### src/rtl/uart_lw_pkg.sv
// Package: shared types and helpers for the loop/wakeup transceiver.
// Assumes the oversampling factor is a power of two of at least 16.
package uart_lw_pkg;

    typedef enum logic {
        RX_IDLE = 1'b0,
        RX_RECV = 1'b1
    } rx_state_t;

    // Majority of three samples.
    function automatic logic maj3(input logic a, input logic b, input logic c);
        return (a & b) | (a & c) | (b & c);
    endfunction

endpackage

### src/rtl/uart_lw_tx.sv
// Module: transmitter. Serialises start, data (LSB first) and stop bits.
// Each bit lasts OVS baud ticks. The frame length is fixed when the word is
// loaded. Assumes tick is a single-cycle pulse.
module uart_lw_tx #(
    parameter int DATA_W = 9,
    parameter int OVS    = 16
) (
    input  logic              clk,
    input  logic              rst_n,
    input  logic              tick,
    input  logic              en,
    input  logic              nine,
    input  logic [DATA_W-1:0] data,
    input  logic              valid,
    output logic              ready,
    output logic              line,
    output logic              busy
);
    localparam int FRAME_W = DATA_W + 2;
    localparam int CNT_W   = $clog2(OVS);
    localparam int BIT_W   = $clog2(FRAME_W + 1);

    logic [FRAME_W-1:0] shreg;
    logic [BIT_W-1:0]   left;
    logic [CNT_W-1:0]   tcnt;
    logic               busy_q;

    // Load a frame on handshake, then shift one bit every OVS ticks.
    always_ff @(posedge clk) begin
        if (!rst_n || !en) begin
            busy_q <= 1'b0;
            shreg  <= '1;
            left   <= '0;
            tcnt   <= '0;
        end else if (!busy_q && valid) begin
            busy_q <= 1'b1;
            tcnt   <= '0;
            if (nine) begin
                shreg <= {1'b1, data, 1'b0};
                left  <= BIT_W'(FRAME_W);
            end else begin
                shreg <= {2'b11, data[DATA_W-2:0], 1'b0};
                left  <= BIT_W'(FRAME_W - 1);
            end
        end else if (busy_q && tick) begin
            if (tcnt == CNT_W'(OVS - 1)) begin
                tcnt  <= '0;
                shreg <= {1'b1, shreg[FRAME_W-1:1]};
                left  <= left - 1'b1;
                if (left == BIT_W'(1)) begin
                    busy_q <= 1'b0;
                end
            end else begin
                tcnt <= tcnt + 1'b1;
            end
        end
    end

    // Drive the line from the shifter while busy, otherwise idle high.
    always_comb begin
        line  = busy_q ? shreg[0] : 1'b1;
        ready = en && !busy_q;
        busy  = busy_q;
    end

    // an accepted word drops ready on the next cycle.
    p_ready_drop_r2: assert property (@(posedge clk) disable iff (!rst_n)
        (valid && ready) |=> !ready);

    // an accepted word puts a start bit on the line on the next cycle.
    p_start_low_r2: assert property (@(posedge clk) disable iff (!rst_n)
        (valid && ready) |=> (line == 1'b0));

endmodule

### src/rtl/uart_lw_rx.sv
// Module: receiver. Finds a start edge on ticks and votes samples
// MID-1..MID+1 of each bit. It pulses done after the stop bit with the data and
// a framing flag. It also reports a line that has been idle for one character
// time. Assumes tick is a single-cycle pulse.
module uart_lw_rx
    import uart_lw_pkg::*;
#(
    parameter int DATA_W = 9,
    parameter int OVS    = 16,
    parameter int MID    = 8
) (
    input  logic              clk,
    input  logic              rst_n,
    input  logic              tick,
    input  logic              en,
    input  logic              nine,
    input  logic              line,
    input  logic              idle_clr,
    output logic              done,
    output logic [DATA_W-1:0] data,
    output logic              ferr,
    output logic              idle_pulse
);
    localparam int CNT_W    = $clog2(OVS);
    localparam int BIT_W    = $clog2(DATA_W + 2);
    localparam int IDLE_MAX = (DATA_W + 2) * OVS;
    localparam int IDLE_W   = $clog2(IDLE_MAX + 1);

    rx_state_t         state;
    logic              prev;
    logic [CNT_W-1:0]  tcnt;
    logic [CNT_W-1:0]  idx;
    logic [BIT_W-1:0]  bit_idx;
    logic [BIT_W-1:0]  bit_last;
    logic              s_a, s_b, vote, nine_q;
    logic [IDLE_W-1:0] idle_cnt;
    logic [IDLE_W-1:0] idle_limit;

    // Sample position, voted bit and frame/idle lengths.
    always_comb begin
        idx        = tcnt + 1'b1;
        vote       = maj3(s_a, s_b, line);
        bit_last   = nine_q ? BIT_W'(DATA_W + 1) : BIT_W'(DATA_W);
        idle_limit = nine ? IDLE_W'(IDLE_MAX) : IDLE_W'(IDLE_MAX - OVS);
    end

    // Frame state machine: start detection, bit sampling, stop check.
    always_ff @(posedge clk) begin
        if (!rst_n || !en) begin
            state   <= RX_IDLE;
            prev    <= 1'b1;
            tcnt    <= '0;
            bit_idx <= '0;
            s_a     <= 1'b1;
            s_b     <= 1'b1;
            nine_q  <= 1'b0;
            data    <= '0;
            done    <= 1'b0;
            ferr    <= 1'b0;
        end else begin
            done <= 1'b0;
            if (tick) begin
                prev <= line;
                case (state)
                    RX_IDLE: begin
                        if (prev && !line) begin
                            state   <= RX_RECV;
                            tcnt    <= '0;
                            bit_idx <= '0;
                            nine_q  <= nine;
                        end
                    end
                    RX_RECV: begin
                        tcnt <= idx;
                        if (tcnt == CNT_W'(OVS - 1)) begin
                            bit_idx <= bit_idx + 1'b1;
                        end
                        if (idx == CNT_W'(MID - 1)) s_a <= line;
                        if (idx == CNT_W'(MID))     s_b <= line;
                        if (idx == CNT_W'(MID + 1)) begin
                            if (bit_idx == '0) begin
                                data <= '0;
                                if (vote) state <= RX_IDLE;
                            end else if (bit_idx == bit_last) begin
                                done  <= 1'b1;
                                ferr  <= !vote;
                                state <= RX_IDLE;
                            end else begin
                                data[bit_idx - 1'b1] <= vote;
                            end
                        end
                    end
                    default: state <= RX_IDLE;
                endcase
            end
        end
    end

    // Count consecutive high ticks and flag one full character of idle.
    always_ff @(posedge clk) begin
        if (!rst_n || !en || idle_clr) begin
            idle_cnt   <= '0;
            idle_pulse <= 1'b0;
        end else begin
            idle_pulse <= 1'b0;
            if (tick) begin
                if (!line) begin
                    idle_cnt <= '0;
                end else if (idle_cnt < idle_limit) begin
                    idle_cnt <= idle_cnt + 1'b1;
                    if (idle_cnt == idle_limit - 1'b1) idle_pulse <= 1'b1;
                end
            end
        end
    end

    // a completed frame is reported for exactly one cycle.
    p_done_pulse_r4: assert property (@(posedge clk) disable iff (!rst_n)
        done |=> !done);

    // the bit index never passes the stop bit position.
    p_bit_range_r4: assert property (@(posedge clk) disable iff (!rst_n)
        (state == RX_RECV) |-> (bit_idx <= BIT_W'(DATA_W + 1)));

endmodule

### src/rtl/uart_lw_wake.sv
// Module: standby control. Gates completed frames onto the outputs and leaves
// standby on idle line or on an address mark, as chosen by addr_mode.
// A sleep request takes priority over a frame completing in the same cycle.
module uart_lw_wake #(
    parameter int DATA_W = 9
) (
    input  logic              clk,
    input  logic              rst_n,
    input  logic              nine,
    input  logic              addr_mode,
    input  logic              sleep_req,
    input  logic              idle_pulse,
    input  logic              done,
    input  logic [DATA_W-1:0] data,
    input  logic              ferr,
    output logic              valid,
    output logic [DATA_W-1:0] out_data,
    output logic              out_ferr,
    output logic              standby
);
    logic mark;

    // Address mark is the top data bit of the active frame length.
    always_comb mark = nine ? data[DATA_W-1] : data[DATA_W-2];

    // Track standby and deliver or drop each completed frame.
    always_ff @(posedge clk) begin
        if (!rst_n) begin
            valid    <= 1'b0;
            out_data <= '0;
            out_ferr <= 1'b0;
            standby  <= 1'b0;
        end else begin
            valid <= 1'b0;
            if (sleep_req) begin
                standby <= 1'b1;
            end else if (done) begin
                if (!standby || (addr_mode && mark)) begin
                    valid    <= 1'b1;
                    out_data <= data;
                    out_ferr <= ferr;
                    standby  <= 1'b0;
                end
            end else if (standby && !addr_mode && idle_pulse) begin
                standby <= 1'b0;
            end
        end
    end

    // no character is presented while in standby.
    p_quiet_standby_r9: assert property (@(posedge clk) disable iff (!rst_n)
        valid |-> !standby);

    // a sleep request always enters standby.
    p_sleep_enters_r9: assert property (@(posedge clk) disable iff (!rst_n)
        sleep_req |=> standby);

    // a marked frame in address mode wakes and is delivered.
    p_addr_wake_r11: assert property (@(posedge clk) disable iff (!rst_n)
        (done && standby && addr_mode && mark && !sleep_req) |=> (valid && !standby));

endmodule

### src/rtl/uart_loopwake.sv
// Module: top of the transceiver. Selects the receiver source (pin,
// internal transmit line or single-wire pad) and controls the pad enable.
// Loop routing is active only when both directions are enabled; otherwise
// the receiver sees an idle line in loop mode.
module uart_loopwake #(
    parameter int DATA_W = 9,
    parameter int OVS    = 16
) (
    input  logic              clk,
    input  logic              rst_n,
    input  logic              baud_tick,
    input  logic              tx_en,
    input  logic              rx_en,
    input  logic              loop_en,
    input  logic              rx_src_ext,
    input  logic              nine_bit,
    input  logic              wake_on_mark,
    input  logic              rx_sleep_req,
    input  logic [DATA_W-1:0] tx_data,
    input  logic              tx_valid,
    output logic              tx_ready,
    output logic              tx_pin,
    output logic              tx_oe,
    input  logic              wire_in,
    input  logic              rx_pin,
    output logic [DATA_W-1:0] rx_data,
    output logic              rx_valid,
    output logic              rx_ferr,
    output logic              rx_standby
);
    localparam int MID = OVS / 2;

    logic              tx_line, tx_busy, rx_in;
    logic              fr_done, fr_ferr, idle_pulse;
    logic [DATA_W-1:0] fr_data;

    uart_lw_tx #(.DATA_W(DATA_W), .OVS(OVS)) u_tx (
        .clk   (clk),
        .rst_n (rst_n),
        .tick  (baud_tick),
        .en    (tx_en),
        .nine  (nine_bit),
        .data  (tx_data),
        .valid (tx_valid),
        .ready (tx_ready),
        .line  (tx_line),
        .busy  (tx_busy)
    );

    // Receiver source selection and pad driver enable.
    always_comb begin
        if (!loop_en)              rx_in = rx_pin;
        else if (!(tx_en && rx_en)) rx_in = 1'b1;
        else if (rx_src_ext)       rx_in = wire_in;
        else                       rx_in = tx_line;
        tx_pin = tx_line;
        tx_oe  = !(loop_en && rx_src_ext) || tx_busy;
    end

    uart_lw_rx #(.DATA_W(DATA_W), .OVS(OVS), .MID(MID)) u_rx (
        .clk        (clk),
        .rst_n      (rst_n),
        .tick       (baud_tick),
        .en         (rx_en),
        .nine       (nine_bit),
        .line       (rx_in),
        .idle_clr   (rx_sleep_req),
        .done       (fr_done),
        .data       (fr_data),
        .ferr       (fr_ferr),
        .idle_pulse (idle_pulse)
    );

    uart_lw_wake #(.DATA_W(DATA_W)) u_wake (
        .clk        (clk),
        .rst_n      (rst_n),
        .nine       (nine_bit),
        .addr_mode  (wake_on_mark),
        .sleep_req  (rx_sleep_req),
        .idle_pulse (idle_pulse),
        .done       (fr_done),
        .data       (fr_data),
        .ferr       (fr_ferr),
        .valid      (rx_valid),
        .out_data   (rx_data),
        .out_ferr   (rx_ferr),
        .standby    (rx_standby)
    );

    // in single-wire mode the pad is released while nothing is sent.
    p_oe_release_r7: assert property (@(posedge clk) disable iff (!rst_n)
        (loop_en && rx_src_ext && tx_ready) |-> !tx_oe);

endmodule

### config.mk
export PLATFORM = sky130hd
export DESIGN_NAME = uart_loopwake
export DESIGN_NICKNAME = d
export VERILOG_FILES = /design/src/rtl/uart_lw_pkg.sv /design/src/rtl/uart_lw_tx.sv /design/src/rtl/uart_lw_rx.sv /design/src/rtl/uart_lw_wake.sv /design/src/rtl/uart_loopwake.sv
export SDC_FILE = /design/constraint.sdc
export NUM_CORES = 1
export LEC_CHECK = 0
export BUFFER_PORTS_ARGS = -buffer_cell sky130_fd_sc_hd__buf_4
export CAP_MARGIN = 40
export CORE_ASPECT_RATIO = 0.6
export CORE_UTILIZATION = 45
export CTS_BUF_LIST = sky130_fd_sc_hd__clkbuf_8 sky130_fd_sc_hd__clkbuf_16
export DETAILED_ROUTE_END_ITERATION = 6
export PLACE_DENSITY_LB_ADDON = 0.05
export SETUP_SLACK_MARGIN = 0.02
export SLEW_MARGIN = 20
export SYNTH_ARGS = -nofsm -noshare
export SYNTH_HDL_FRONTEND = slang
export SYNTH_SLANG_ARGS = --single-unit
### constraint.sdc
create_clock -name clk -period 3.4 [get_ports clk]
set_input_delay 0.17 -clock clk [delete_from_list [all_inputs] [get_ports clk]]
set_output_delay 0.17 -clock clk [all_outputs]
set_load 0.01 [all_outputs]
After elaboration in Yosys (flattened, before gate mapping)
Index checks and enable logic that the tools add are counted.
{"block": "word_totals", "elab_cells": 146, "ff_bits": 65, "out_inout_bits": 15, "inputBits": 22}
{"block": "classes", "bitwise_logic": 14, "n_addsub": 7, "n_eq_ne": 13, "muxes": 44, "n_reduce_logical": 45, "magnitude_cmp": 3}
{"cell": "$mux W11", "n": 3}
{"cell": "$mux W4", "n": 6}
{"cell": "$mux W1", "n": 23}
{"cell": "$mux W9", "n": 2}
{"cell": "$reduce_and A3 Y1", "n": 6}
{"cell": "$eq A4 B4 Y1 const B", "n": 4}
{"cell": "$mux W8", "n": 2}
{"cell": "$pmux W4 S2", "n": 2}
{"cell": "$add A4 B1 Y4 const B", "n": 3}
{"cell": "$logic_and A1 B1 Y1", "n": 10}
{"cell": "$mux W10", "n": 1}
{"cell": "$bwmux W9", "n": 1}
{"cell": "$logic_not A1 Y1", "n": 9}
{"cell": "$not A1 Y1", "n": 9}
{"cell": "$add A8 B1 Y8 const B", "n": 1}
{"cell": "$eq A8 B8 Y1", "n": 1}
{"cell": "$lt A8 B8 Y1", "n": 1}
{"cell": "$reduce_and A2 Y1", "n": 4}
{"cell": "$sub A4 B1 Y4 const B", "n": 2}
{"cell": "$sub A8 B1 Y8 const B", "n": 1}
{"cell": "$reduce_bool A2 Y1", "n": 3}
{"cell": "$logic_or A1 B1 Y1", "n": 5}
{"cell": "$lt A4 B5 Y1 const B", "n": 1}
{"cell": "$mux W5", "n": 1}
{"cell": "other kinds (20)", "n": 25}

Logic depth before layout (Yosys ltp)
Gate-level depths: netlist of the first run.
{"block": "depth", "depth_word": 11, "ltp_mapped": 10, "depth_no_buf": 8}

By module
From an unflattened synthesis of the first run, not the netlist that was laid out.
{"block": "hier_totals", "hier_cells": 400, "hier_area_um2": 3440.8}
{"mod": "uart_lw_rx", "n_inst": 1, "seq_area_each_um2": 660.6, "area_each_um2": 1995.7, "cells_per_inst": 236}
{"mod": "uart_lw_tx", "n_inst": 1, "seq_area_each_um2": 380.4, "area_each_um2": 902.1, "cells_per_inst": 106}
{"mod": "uart_lw_wake", "n_inst": 1, "seq_area_each_um2": 240.2, "area_each_um2": 513.0, "cells_per_inst": 54}
{"mod": "uart_loopwake", "n_inst": 1, "seq_area_each_um2": 0.0, "area_each_um2": 30.0, "cells_per_inst": 4}

Worst setup path before layout of the first run
OpenSTA, ideal clock, no wires.
{"block": "synth_timing", "path_type": "flip-flop to flip-flop", "from": "register u_tx.busy_q (netlist: u_tx.busy)", "to": "register u_rx.ferr", "setup_ps": 71, "arrival_ps": 1781, "path_buffers": 0, "synth_period_minus_slack_ps": 1852, "path_stages_with_launch": 7, "slack_ps": 1548, "required_ps": 3329, "path_cell_list": "dfxtp_1 -> or3b_4 -> a21oi_4 -> nor2_2 -> maj3_2 -> or3_1 -> a21oi_1"}
{"block": "synth_between", "elab_chain_len": 8, "word_cells_on_any_way": 9, "cone_classes": "mux (4); bitwise (4); reduce/logical (1)"}
{"element": "start, declared", "line": "uart_lw_tx.sv:26", "text": "logic busy_q;"}
{"element": "start signal, assigned", "line": "uart_lw_tx.sv:31", "text": "busy_q <= 1'b0;"}
{"element": "start signal, assigned", "line": "uart_lw_tx.sv:36", "text": "busy_q <= 1'b1;"}
{"element": "start signal, assigned", "line": "uart_lw_tx.sv:51", "text": "busy_q <= 1'b0;"}
{"element": "$mux W1 *", "line": "uart_lw_tx.sv:61", "text": "line = busy_q ? shreg[0] : 1'b1;"}
{"element": "$mux W1 *", "line": "uart_loopwake.sv:54", "text": "else if (rx_src_ext) rx_in = wire_in;"}
{"element": "$mux W1 *", "line": "uart_loopwake.sv:53", "text": "else if (!(tx_en && rx_en)) rx_in = 1'b1;"}
{"element": "$mux W1 *", "line": "uart_loopwake.sv:52", "text": "if (!loop_en) rx_in = rx_pin;"}
{"element": "$and A1 B1 Y1", "line": "uart_lw_pkg.sv:12", "text": "return (a & b) | (a & c) | (b & c);"}
{"element": "$or A1 B1 Y1", "line": "uart_lw_pkg.sv:12"}
{"element": "$or A1 B1 Y1 *", "line": "uart_lw_pkg.sv:12"}
{"element": "$logic_not A1 Y1 *", "line": "uart_lw_rx.sv:86", "text": "ferr <= !vote;"}
{"element": "end signal, assigned", "line": "uart_lw_rx.sv:86"}
{"element": "end, declared", "line": "uart_lw_rx.sv:21", "text": "output logic ferr,"}
Mark *: on every way between the ends. The rest lies on a longest branch, timed or not.
A chain may end at the register's enable or synchronous reset.

Worst setup path in the final report of the first run
{"block": "layout_timing", "from": "register u_rx.bit_idx[0]", "to": "register u_rx.data[2]"}
{"block": "layout_between", "elab_chain_len": 8, "word_cells_on_any_way": 13, "cone_classes": "add/sub (1); order compare (2); eq/ne (2); mux (5); reduce/logical (3)"}
{"element": "start, declared", "line": "uart_lw_rx.sv:33", "text": "logic [BIT_W-1:0] bit_idx;"}
{"element": "start signal, assigned", "line": "uart_lw_rx.sv:76", "text": "bit_idx <= bit_idx + 1'b1;"}
{"element": "$sub A4 B1 Y4", "line": "uart_lw_rx.sv:89", "text": "data[bit_idx - 1'b1] <= vote;"}
{"element": "$lt A4 B5 Y1 (implied by the code) / $ge A4 B1 Y1 (equally long branches)", "line": "uart_lw_rx.sv:89"}
{"element": "$logic_and A1 B1 Y1 (implied by the code)", "line": "uart_lw_rx.sv:89"}
{"element": "$mux W1 (implied by the code)", "line": "uart_lw_rx.sv:89"}
{"element": "$demux W1 S4"}
{"element": "$bwmux W9", "line": "uart_lw_rx.sv:89"}
{"element": "$mux W9", "line": "uart_lw_rx.sv:84", "text": "end else if (bit_idx == bit_last) begin"}
{"element": "$mux W9", "line": "uart_lw_rx.sv:81", "text": "if (bit_idx == '0) begin"}
{"element": "end signal, assigned by index", "line": "uart_lw_rx.sv:89"}
{"element": "end, declared", "line": "uart_lw_rx.sv:20", "text": "output logic [DATA_W-1:0] data,"}
Parallel ways exist; a longest one is shown, timed or not. The select of a mux whose other input is x is not followed.

==> results of run 1 <==
power breakdown:
| part | switching, uW | internal (uW) | total [uW] |
|---|---|---|---|
| Sequential | 7.26 | 759 | 766 |
| Combinational | 51.8 | 37.0 | 88.8 |
| Clock | 336 | 807 | 1140 |
cell type report:
class                   count  area, um2
fillers                   612       2875
inverters                  11      41.29
clock buffers              10      239.0
multi-input cells         307       1815
flip-flops and latches     64       1281
repair buffers             36      270.3
well taps                  87      108.9
clock inverters             6      131.4
metal layers:
metal | wire, um | share of wire (%) | up-vias
li1 | - | - | 1442
met1 | 4190 | 56 | 1241
met2 | 2783 | 37 | 65
met3 | 471 | 6.3 | 4
met4 | 38 | 0.51 | 0
met5 | 0 | 0 | -
state kept, by name (all words and copies together), names as in the netlist, 4 cells and up:
register and count:
u_rx.data 9, u_tx.left 4, u_rx.bit_idx 4, u_rx.idle_cnt 8
u_wake.out_data 9, u_tx.tcnt 4, u_tx.shreg 10, u_rx.tcnt 4
through the flow:
step	worst slack (ns)	util [%]	instances	total power, uW
after CTS	1.228	57.48	521	2012
after global routing	0.8709	57.48	521	2055
after floorplan	1.548	-	397	829.9
after detailed placement	1.245	52.01	505	870.3
final	1.191	57.48	521	1998
after global placement	1.264	52.01	505	870.1
worst max-delay path, stage by stage, from the launching register on:
cell and delay, ns:
sky130_fd_sc_hd__dfxtp_1 0.48, sky130_fd_sc_hd__inv_1 0.14, sky130_fd_sc_hd__ha_1 0.31, sky130_fd_sc_hd__nor4_1 0.34, sky130_fd_sc_hd__nand2_1 0.09, sky130_fd_sc_hd__o21ai_1 0.30
sky130_fd_sc_hd__a21oi_1 0.13, sky130_fd_sc_hd__o211ai_1 0.18, sky130_fd_sc_hd__o21ai_0 0.10
worst paths after layout:
path	startpoint	to	slack, ns	depth (start not counted)
setup / recovery	u_rx.bit_idx[0]	u_rx.data[2]	1.19	8
setup reg to reg	u_rx.bit_idx[0]	u_rx.data[2]	1.19	8
hold reg to reg	u_rx.prev	u_rx.prev	0.49	2
hold / removal	tx_data[6]	u_tx.shreg[7]	0.07	3
synth_stat cells (all sizes together), types with 2 or more instances:
| cell | instances | area [um2] |
|---|---|---|
| or3 | 5 | 31.28 |
| o21ai | 34 | 170.2 |
| nand3b | 5 | 37.54 |
| buf | 5 | 23.77 |
| nand2b | 6 | 37.54 |
| xor2 | 5 | 43.79 |
| mux2i | 14 | 140.1 |
| a211oi | 4 | 30.03 |
| or3b | 2 | 20.02 |
| inv | 11 | 41.29 |
| nor4 | 3 | 18.77 |
| o211ai | 9 | 67.56 |
| or2 | 5 | 31.28 |
| nor2 | 39 | 148.9 |
| nor2b | 6 | 37.54 |
| a21oi | 23 | 126.4 |
| mux2 | 2 | 22.52 |
| clkbuf | 10 | 37.54 |
| nor3b | 3 | 22.52 |
| nand4 | 3 | 18.77 |
| ha | 14 | 175.2 |
| a21boi | 3 | 22.52 |
| nand3 | 15 | 75.07 |
| nand2 | 66 | 247.7 |
| xnor2 | 7 | 61.31 |
| o22ai | 2 | 12.51 |
| nor3 | 12 | 65.06 |
| o31ai | 2 | 15.01 |
| dfxtp | 64 | 1281 |
| and2 | 7 | 43.79 |
cell families (layout without fill, tap and decap cells):
group,Yosys count,in the layout,synth area share [%]
xor gates and xnor gates,12,12,3.285
adders and majority gates,15,15,5.827
DFF,64,64,40.05
muxes,16,16,5.084
buffers and inverters,26,63,3.207
AOI/OAI and AO/OA,85,85,15.96
and+or+nand+nor,179,179,26.59
==> out/summary.log, run 1 <==
INFO  outcome        run_status=finished, final reports clean
INFO  drt            number_of_drc_violations_after_detailed_routing_iteration_0=263
INFO  drt            route.detailed.wl_per_inst=14.36um
INFO  global_route   grt.met1_usage=32.99%
INFO  place          portBuffers=36
INFO  final_layout   final_layout_size_suffix_gt1_share=14.52%
INFO  synthesis      syn-num-nets=433
INFO  floorplan      die_w=110.9um
INFO  power          max-vdd-ir-drop=0.0003557V
INFO  sta            fin_skew=0.005990ns
INFO  synthesis      synth.yosys.seq_area_share=40.05%
INFO  critical_path  critPathRequiredTime=3.61ns
INFO  drt            routed_wire_length=7484um
INFO  synthesis      netlist_instances=397
INFO  drt            drtPass1Iterations=4
INFO  global_route   grtUsageMet3=7.002%
INFO  final_layout   final_area=3887um2
INFO  sta            min_period_over_period=64.96%
INFO  synthesis      ys_ff_latch=64
INFO  place          hpwlAfterDp=5385um
INFO  sta            final_max_slew_viol_count=0
INFO  clock_tree     numClockSinks=64
INFO  synthesis      async_set_or_reset_flop_fraction_in_the_synthesized_netlist=0%
INFO  place          finalWeightedCongestion=0.8233
INFO  synthesis      synth_enable_flop_cells=0
INFO  clock_tree     clk_transition_reported_paths=0.05ns
INFO  synthesis      synth-warning-count=0
INFO  sta            setup_viol=0
INFO  clock_tree     ctsLongestPathBuffers=2
INFO  synthesis      netlist-cell-type-count=48
INFO  sta            min_period=2.209ns
INFO  global_route   grt_pass1_vias=2439
INFO  floorplan      core_area=6763um2
INFO  global_route   grt_max_degree=24
INFO  sta            unrepaired_setup_endpoints_after_global_routing=false
INFO  drt            post_drt_via_cell_ratio=5.282
INFO  floorplan      fp.dieH=67.31um
INFO  critical_path  maximum_net_fanout_on_the_critical_path=10
INFO  critical_path  worstSetupPathType=flip-flop to flip-flop
INFO  clock_tree     holdBufCountCts=0
INFO  critical_path  cp.arrival=2.42ns
INFO  sta            timing.fmax=452.8MHz
INFO  sta            fin_setup_tns=0ns
INFO  place          placed_cell_areas=3517um2
INFO  run            max_cap_viol_count=0
INFO  drt            post-route-drc-count=0
INFO  sta            finalHoldViolations=0
INFO  clock_tree     later_pin_clock_latency_in_the_skew_report=0.33ns
INFO  global_route   grt_first_pass_wirelength=12390um
INFO  floorplan      ios=37
INFO  final_layout   nNetsFinal=465
INFO  synthesis      postSynth.topFlopCell=sky130_fd_sc_hd__dfxtp_1
INFO  final_layout   antennaDiodeCount=0
INFO  global_route   grt_remaining_overflow=0
INFO  synthesis      syn-cell-area=3199um2
INFO  global_route   grt.busiest_layer=met1
INFO  hold_path      worstHoldPathType=primary input to flip-flop
INFO  clock_tree     tritoncts=done
INFO  critical_path  setup.worst_path.start_class=flip-flop
INFO  global_route   initial_antenna_violation_count=0
INFO  clock_tree     clock_tree.root_cell=sky130_fd_sc_hd__clkbuf_16
INFO  final_layout   final_cell_mix=sky130_fd_sc_hd__nand2_1, sky130_fd_sc_hd__dfxtp_1, sky130_fd_sc_hd__nor2_1
INFO  global_route   globalRouteMet2Util=27.17%
INFO  synthesis      syn_avg_cell_area=8.059um2
INFO  sta            measured_slew_at_the_worst_slew_check_pin=0.7451ns
INFO  sta            slew_hr=50.33%
INFO  drt            routed_via_count=2752
INFO  clock_tree     cts_resized=0
INFO  final_layout   final_common_cell=sky130_fd_sc_hd__nand2_1
INFO  drt            detail-route-antenna-nets=0
INFO  clock_tree     tritoncts.num_buffers=9
INFO  floorplan      die_area=7462um2
INFO  sta            fin_worst_hold_slack=0.06823ns
INFO  final_layout   area_growth_syn_to_layout=21.51%
INFO  clock_tree     cts_max_level=3
INFO  power          p_per_area=514.0nW/um2
INFO  clock_tree     cts_setup_buffers=0
INFO  global_route   gr-usage-all-layers=21.61%
INFO  floorplan      num_rows=23
INFO  power          cellLeakagePower=0.001535uW
INFO  critical_path  end_kind=flip-flop
INFO  floorplan      initial_utilization=47.31%
(Power assumes the default switching activity.)
==> inputs of run 2 (changes only) <==
- clock period: 3.4 -> 1.87 ns (I/O delays scaled with it)
==> run 2 against run 1 <==
Net effect:
- global-route usage increased by 1.1 points
- largest cell class unchanged
- critical path depth decreased by 2
- clock skew decreased by 0.00051 ns
- count of clock-buffer cells in the layout unchanged
- clock power increased by 46%
- first-iteration DRC count decreased by 28%
- critical endpoint is now u_rx.ferr
==> out/summary.log, run 2 (synthesis results as in run 1) <==
INFO  global_route   grt_remaining_overflow=0 [unchanged]
INFO  sta            min_period=1.824ns [-0.3849 ns]
INFO  floorplan      fp.dieH=67.31um [unchanged]
INFO  final_layout   final_cell_mix=sky130_fd_sc_hd__nand2_1, sky130_fd_sc_hd__buf_4, sky130_fd_sc_hd__dfxtp_1
INFO  critical_path  end_kind=flip-flop
INFO  clock_tree     clock_tree.root_cell=sky130_fd_sc_hd__clkbuf_16
INFO  critical_path  worstSetupPathType=flip-flop to flip-flop
INFO  global_route   grt_first_pass_wirelength=13050um [+5.3%]
INFO  sta            slew_hr=66.46% [+16 points]
INFO  final_layout   reg.largest.list=u_tx.shreg (10), u_rx.data (9), u_wake.out_data (9)
INFO  hold_path      worstHoldPathType=primary input to flip-flop
INFO  floorplan      num_rows=23 [unchanged]
INFO  drt            post_drt_via_cell_ratio=5.277 [about the same]
INFO  final_layout   final_common_cell=sky130_fd_sc_hd__nand2_1
INFO  place          hpwlAfterDp=5732um [+6.5%]
INFO  sta            setup_viol=0 [unchanged]
INFO  outcome        run_status=finished, final reports clean
INFO  place          finalWeightedCongestion=0.8238 [about the same]
INFO  sta            unrepaired_setup_endpoints_after_global_routing=true
INFO  place          dp_slack=-0.09730ns [-1.342 ns]
INFO  sta            final_max_slew_viol_count=0 [unchanged]
INFO  final_layout   final_layout_size_suffix_gt1_share=22.39% [+7.9 points]
INFO  sta            layout_setup_ws=0.04626ns [-1.145 ns]
INFO  drt            route.detailed.wl_per_inst=14.39um [+0.19%]
INFO  drt            routed_via_count=2934 [+6.6%]
INFO  final_layout   regMostFlops=u_tx.shreg
INFO  clock_tree     tritoncts=done
INFO  power          pwr-share-seq=42.7% [+4.4 points]
INFO  global_route   initial_antenna_violation_count=0 [unchanged]
INFO  clock_tree     tritoncts.num_buffers=9 [unchanged]
INFO  run            max_cap_viol_count=0 [unchanged]
INFO  drt            drtPass1Iterations=4 [unchanged]
INFO  floorplan      ios=37 [unchanged]
INFO  global_route   grt_max_degree=22 [-8.3%]
INFO  power          combinationalPowerShare=6.1% [+1.7 points]
INFO  final_layout   nNetsFinal=500 [+7.5%]
INFO  floorplan      core_area=6763um2 [unchanged]
INFO  power          cellLeakagePower=0.001699uW [+11%]
INFO  floorplan      die_w=110.9um [unchanged]
INFO  sta            measured_slew_at_the_worst_slew_check_pin=0.5012ns [-0.2439 ns]
INFO  clock_tree     later_pin_clock_latency_in_the_skew_report=0.33ns [about the same]
INFO  power          p_per_area=777.5nW/um2 [+51%]
INFO  critical_path  total_buffers_and_inverters_traversed_by_the_critical_path=0 [-1]
INFO  critical_path  maximum_net_fanout_on_the_critical_path=5 [-5]
INFO  final_layout   largest_reg_flops=10 [unchanged]
INFO  sta            min_period_over_period=97.53% [+33 points]
INFO  sta            timing.fmax=548.3MHz [+21%]
INFO  drt            routed_wire_length=8002um [+6.9%]
INFO  final_layout   antennaDiodeCount=0 [unchanged]
INFO  sta            fin_skew=0.005485ns [-0.0005051 ns]
INFO  floorplan      initial_utilization=47.31% [unchanged]
INFO  critical_path  cp_slowest_cell=sky130_fd_sc_hd__or3b_4
INFO  critical_path  setup.worst_path.start_class=flip-flop
INFO  global_route   grt_pass1_vias=2577 [+5.7%]
INFO  clock_tree     clk_transition_reported_paths=0.05ns [about the same]
INFO  drt            number_of_drc_violations_after_detailed_routing_iteration_0=190 [-28%]
INFO  critical_path  critPathRequiredTime=2.13ns [-1.48 ns]
INFO  power          share_clk_of_total_power=51.3% [-5.9 points]
INFO  power          max-vdd-ir-drop=0.0005175V [+45%]
INFO  floorplan      die_area=7462um2 [unchanged]
INFO  final_layout   area_growth_syn_to_layout=30.93%
INFO  global_route   gr-usage-all-layers=22.72% [+1.1 points]
INFO  clock_tree     cts_max_level=3 [unchanged]
INFO  final_layout   fraction_of_the_core_area_covered_by_cells_at_the_end_of_the_flow=61.94% [+4.5 points]
INFO  drt            detail-route-antenna-nets=0 [unchanged]
INFO  power          sw_share=22.32% [+2.5 points]
INFO  critical_path  crit_path_cell_trace=or3b_4, a21oi_4, nor2_4, maj3_2, or3_1, a21oi_1
INFO  power          finalPower=3257uW [+63%]
INFO  clock_tree     numClockSinks=64 [unchanged]
INFO  place          portBuffers=36 [unchanged]
INFO  critical_path  critPathTopFamily=simple AND/OR/NAND/NOR gates
INFO  clock_tree     ctsLongestPathBuffers=2 [unchanged]
INFO  power          p_int=2530uW [+58%]
INFO  critical_path  worst_path_largest_cell_delay=0.40ns [-0.08 ns]
INFO  sta            finalHoldViolations=0 [unchanged]
INFO  drt            post-route-drc-count=0 [unchanged]
INFO  critical_path  cp.arrival=2.09ns [-0.33 ns]
INFO  sta            fin_worst_hold_slack=0.06807ns [-0.0001572 ns]
INFO  power          total_switching_power=727.0uW [+84%]
==> run 2: cell count changes in the layout (fill, tap and decap cells not counted), sizes merged <==
cell / previous run / this run
buf: 36 / 62
dlygate4sd3: 0 / 9
bufinv: 4 / 1
clkinv: 0 / 3
==> run 2: worst min-delay path: cells and delay by family <==
| kind | cells | cell delay, ns |
|---|---|---|
| and+or+nand+nor | 1 | 0.03 |
| AOI/OAI and AO/OA | 1 | 0.16 |
| buffers and inverters | 1 | 0.08 |
==> run 2: layout make-up <==
class,instances,area (um2)
Fill cell,594,2574
Timing Repair Buffer,71,555.5
Clock buffer,10,239.0
Multi-Input combinational cell,307,1898
Clock inverter,6,60.06
Sequential cell,64,1286
Inverter,11,41.29
Tap cell,87,108.9
==> run 2: path summary, 6_finish.rpt <==
| kind | startpoint | endpoint | slack [ns] | cells past startpoint |
|---|---|---|---|---|
| hold / removal | tx_data[8] | u_tx.shreg[9] | 0.07 | 3 |
| setup / recovery | u_tx.shreg[0] | u_rx.ferr | 0.05 | 6 |
| hold reg to reg | u_rx.ferr | u_rx.ferr | 0.49 | 2 |
| setup reg to reg | u_tx.shreg[0] | u_rx.ferr | 0.05 | 6 |
==> run 2: what timing repair did <==
item / 4_1_cts / 5_1_grt
setup buffers: 1 / 1
pin swaps: 1 / 6
hold buffers: 9 / 0
endpoints found under the hold margin: 9 / 0
endpoints found under the setup margin: 17 / 16
gates resized for setup: 6 / 17
==> run 2: metrics by stage <==
step	cell area, um2	setup TNS (ns)	instances
2_1_floorplan	3201	0	397
3_3_place_gp	3699	-0.07979	529
3_5_place_dp	3699	-0.4448	529
4_1_cts	4119	0	555
5_1_grt	4189	-0.02032	556
6_report	4189	0	556
==> run 2: power by group through the flow <==
stage | Sequential, uW | Clock, uW | Combinational, uW
4_1_cts | 1390 | 1710 | 193
2_1_floorplan | 1420 | 0 | 90.7
5_1_grt | 1390 | 1760 | 220
6_report | 1390 | 1670 | 197
3_3_place_gp | 1420 | 0 | 174
3_5_place_dp | 1420 | 0 | 175
==> run 2: layer usage <==
metal	share of wire, %	GRT usage (%)	vias up
met3	5.3	6.912	7
met1	55	33.97	1340
met4	0.69	6.500	0
li1	-	-	1519
met5	0	0	-
met2	39	30.67	68
==> inputs of run 3 (changes only) <==
- PLACE_DENSITY: default -> 0.61
- PLACE_DENSITY_LB_ADDON: 0.05 -> default
- clock period: 1.87 -> 1.8 ns (I/O delays scaled with it)
==> run 3 against run 2 <==
Net effect:
- the run now ends with setup timing left
- global-route usage fell by 1.2 points
- power is 1.2% lower
- critical path depth is the same
- flip-flop and latch count is the same
- die area unchanged
- non-clock buffer count increased by 2
- register-to-register slack got worse by 0.05 ns
- hold slack lost 0.062 ns
- final cell count is 0.36% higher
- count of clock-buffer cells in the layout unchanged
- highest routed layer unchanged
==> out/summary.log, run 3 (synthesis results as in run 1) <==
INFO  outcome        run_status=complete, but fails checks
INFO  outcome        failed_checks=setup timing
INFO  final_layout   regMostFlops=u_tx.shreg
INFO  place          hpwlAfterDp=5682um [-0.88%]
INFO  final_layout   reg.largest.list=u_tx.shreg (10), u_rx.data (9), u_wake.out_data (9)
INFO  run            max_cap_viol_count=0 [unchanged]
INFO  critical_path  cp.arrival=2.05ns [-0.04 ns]
INFO  place          portBuffers=36 [unchanged]
INFO  floorplan      fp.dieH=67.31um [unchanged]
INFO  sta            fin_worst_hold_slack=0.005588ns [-0.06249 ns]
INFO  clock_tree     cts_max_level=3 [unchanged]
INFO  sta            measured_slew_at_the_worst_slew_check_pin=0.4748ns [-0.02648 ns]
INFO  clock_tree     clock_tree.root_cell=sky130_fd_sc_hd__clkbuf_16
INFO  global_route   grt_pass1_vias=2507 [-2.7%]
INFO  critical_path  total_buffers_and_inverters_traversed_by_the_critical_path=0 [unchanged]
INFO  critical_path  maximum_net_fanout_on_the_critical_path=4 [-1]
INFO  floorplan      ios=37 [unchanged]
INFO  power          max-vdd-ir-drop=0.0007149V [+38%]
INFO  critical_path  worst-r2r-setup-slack=-0.002ns [-0.05 ns]
INFO  sta            timing.fmax=555.0MHz [+1.2%]
INFO  floorplan      die_w=110.9um [unchanged]
INFO  final_layout   antennaDiodeCount=0 [unchanged]
INFO  drt            route.detailed.wl_per_inst=13.94um [-3.1%]
INFO  drt            met3_length=292um [-31%]
INFO  drt            routed_wire_length=7780um [-2.8%]
INFO  power          cellLeakagePower=0.001705uW [+0.32%]
INFO  drt            drtPass1Iterations=4 [unchanged]
INFO  drt            post_drt_via_cell_ratio=5.210 [-1.3%]
INFO  critical_path  regToRegEndpoint=u_rx.ferr
INFO  global_route   gr-usage-all-layers=21.50% [-1.2 points]
INFO  global_route   grt_max_degree=18 [-18%]
INFO  floorplan      num_rows=23 [unchanged]
INFO  critical_path  critPathRequiredTime=2.05ns [-0.08 ns]
INFO  clock_tree     clk_transition_reported_paths=0.05ns [about the same]
INFO  sta            layout_setup_ws=-0.001956ns [-0.04822 ns]
INFO  hold_path      min_from=tx_data[1]
INFO  critical_path  crit_path_cell_trace=or3b_4, a21oi_4, nor2_4, maj3_2, or3_1, a21oi_1
INFO  place          finalWeightedCongestion=0.8290 [+0.63%]
INFO  power          finalPower=3217uW [-1.2%]
INFO  place          placed_cell_areas=3781um2 [+2.2%]
INFO  sta            unrepaired_setup_endpoints_after_global_routing=true
INFO  drt            number_of_drc_violations_after_detailed_routing_iteration_0=214 [+13%]
INFO  critical_path  end_kind=flip-flop
INFO  hold_path      worstHoldPathType=primary input to flip-flop
INFO  critical_path  critPathTopFamily=simple AND/OR/NAND/NOR gates
INFO  critical_path  worstSetupPathType=flip-flop to flip-flop
INFO  drt            detail-route-antenna-nets=0 [unchanged]
INFO  global_route   grt_remaining_overflow=0 [unchanged]
INFO  floorplan      initial_utilization=47.31% [unchanged]
INFO  floorplan      core_area=6763um2 [unchanged]
INFO  drt            routed_via_count=2907 [-0.92%]
INFO  critical_path  cp_slowest_cell=sky130_fd_sc_hd__or3b_4
INFO  sta            final_max_slew_viol_count=0 [unchanged]
INFO  final_layout   area_growth_syn_to_layout=31.48%
INFO  drt            detail_route.wirelength.met1=4406um [+0.52%]
INFO  hold_path      hold_end=u_tx.shreg[2]
INFO  sta            setup_viol=1 [+1]
INFO  critical_path  worst-path-stages=6 [unchanged]
INFO  final_layout   final_common_cell=sky130_fd_sc_hd__buf_4
INFO  clock_tree     ctsLongestPathBuffers=2 [unchanged]
INFO  critical_path  setup.worst_path.start_class=flip-flop
INFO  final_layout   nNetsFinal=502 [+0.40%]
INFO  sta            fin_skew=0.004564ns [-0.0009209 ns]
INFO  drt            wl_met2=3007um [-4.2%]
INFO  power          p_per_area=764.8nW/um2 [-1.6%]
INFO  critical_path  r2r_start=u_tx.busy
INFO  sta            slew_hr=68.35% [+1.9 points]
INFO  floorplan      die_area=7462um2 [unchanged]
INFO  critical_path  worst_path_largest_cell_delay=0.39ns [about the same]
INFO  clock_tree     later_pin_clock_latency_in_the_skew_report=0.32ns [about the same]
INFO  sta            min_period_over_period=100.1% [+2.6 points]
INFO  drt            route.top_layer_used=met4
INFO  hold_path      hold-path-cell-count=3 [unchanged]
INFO  sta            min_period=1.802ns [-0.02178 ns]
INFO  sta            finalHoldViolations=0 [unchanged]
INFO  final_layout   final_layout_size_suffix_gt1_share=23.78% [+1.4 points]
INFO  final_layout   final_area=4207um2 [+0.42%]
INFO  clock_tree     numClockSinks=64 [unchanged]
INFO  final_layout   final_cell_mix=sky130_fd_sc_hd__buf_4, sky130_fd_sc_hd__nand2_1, sky130_fd_sc_hd__dfxtp_1
INFO  global_route   initial_antenna_violation_count=0 [unchanged]
INFO  final_layout   largest_reg_flops=10 [unchanged]
INFO  clock_tree     tritoncts=done
INFO  drt            post-route-drc-count=0 [unchanged]
INFO  global_route   grt_first_pass_wirelength=12450um [-4.6%]
INFO  critical_path  worst_r2r_path_depth=6 [unchanged]
INFO  clock_tree     tritoncts.num_buffers=9 [unchanged]
-- run 3: per-stage QoR --
stage / std cells / setup slack [ns] / TNS (ns) / util (%)
6_report: 558 / -0.001956 / -0.001956 / 62.20
5_1_grt: 558 / -0.06962 / -0.1992 / 62.20
4_1_cts: 558 / -0.01974 / -0.03946 / 61.24
3_5_place_dp: 535 / -0.1210 / -0.8802 / 55.91
3_3_place_gp: 535 / 0.008440 / 0 / 55.91
2_1_floorplan: 397 / 0.01996 / 0 / -
-- run 3: worst max path at each step --
stage                      start      endpoint  slack [ns]
floorplan              u_tx.busy     u_rx.ferr        0.02
global placement    u_rx.tcnt[1]  u_rx.data[4]       0.008
detailed placement  u_rx.tcnt[1]  u_rx.data[7]       -0.12
CTS                    u_tx.busy    u_rx.state       -0.02
global route           u_tx.busy     u_rx.ferr       -0.07
finish                 u_tx.busy     u_rx.ferr      -0.002
-- run 3: worst reg2reg max path, cell delays in order (launching register included) --
cell                      delay, ns
sky130_fd_sc_hd__dfxtp_2       0.32
sky130_fd_sc_hd__or3b_4        0.39
sky130_fd_sc_hd__a21oi_4       0.21
sky130_fd_sc_hd__nor2_4        0.06
sky130_fd_sc_hd__maj3_2        0.33
sky130_fd_sc_hd__or3_1         0.31
sky130_fd_sc_hd__a21oi_1       0.11
-- run 3: power breakdown --
| part | internal (uW) | total, uW | switching [uW] |
|---|---|---|---|
| sequential | 1430 | 1440 | 10.2 |
| combinational | 97.1 | 208 | 111 |
| clock | 957 | 1560 | 608 |
| total | 2490 | 3220 | 729 |
-- run 3: layer usage --
metal | track usage, % | vias up
li1 | - | 1516
met1 | 32.75 | 1331
met2 | 29.19 | 52
met3 | 4.937 | 8
met4 | 7.000 | 0
met5 | 0 | -
-- run 3: cell type report --
| class | instances | area, um2 |
|---|---|---|
| sequential | 64 | 1285 |
| tap | 87 | 108.9 |
| timing repair buffer | 73 | 585.6 |
| clock inverter | 6 | 36.28 |
| fill | 606 | 2556 |
| multi-input combinational | 307 | 1911 |
| clock buffer | 10 | 239.0 |
| inverter | 11 | 41.29 |
-- run 3: what timing repair did --
action / CTS / global route
buffers inserted: 2 / 0
resized for setup: 5 / 21
pin swaps: 5 / 9
endpoints found under the hold margin: 5 / 0
setup endpoints to repair: 11 / 23
hold buffers: 5 / 0
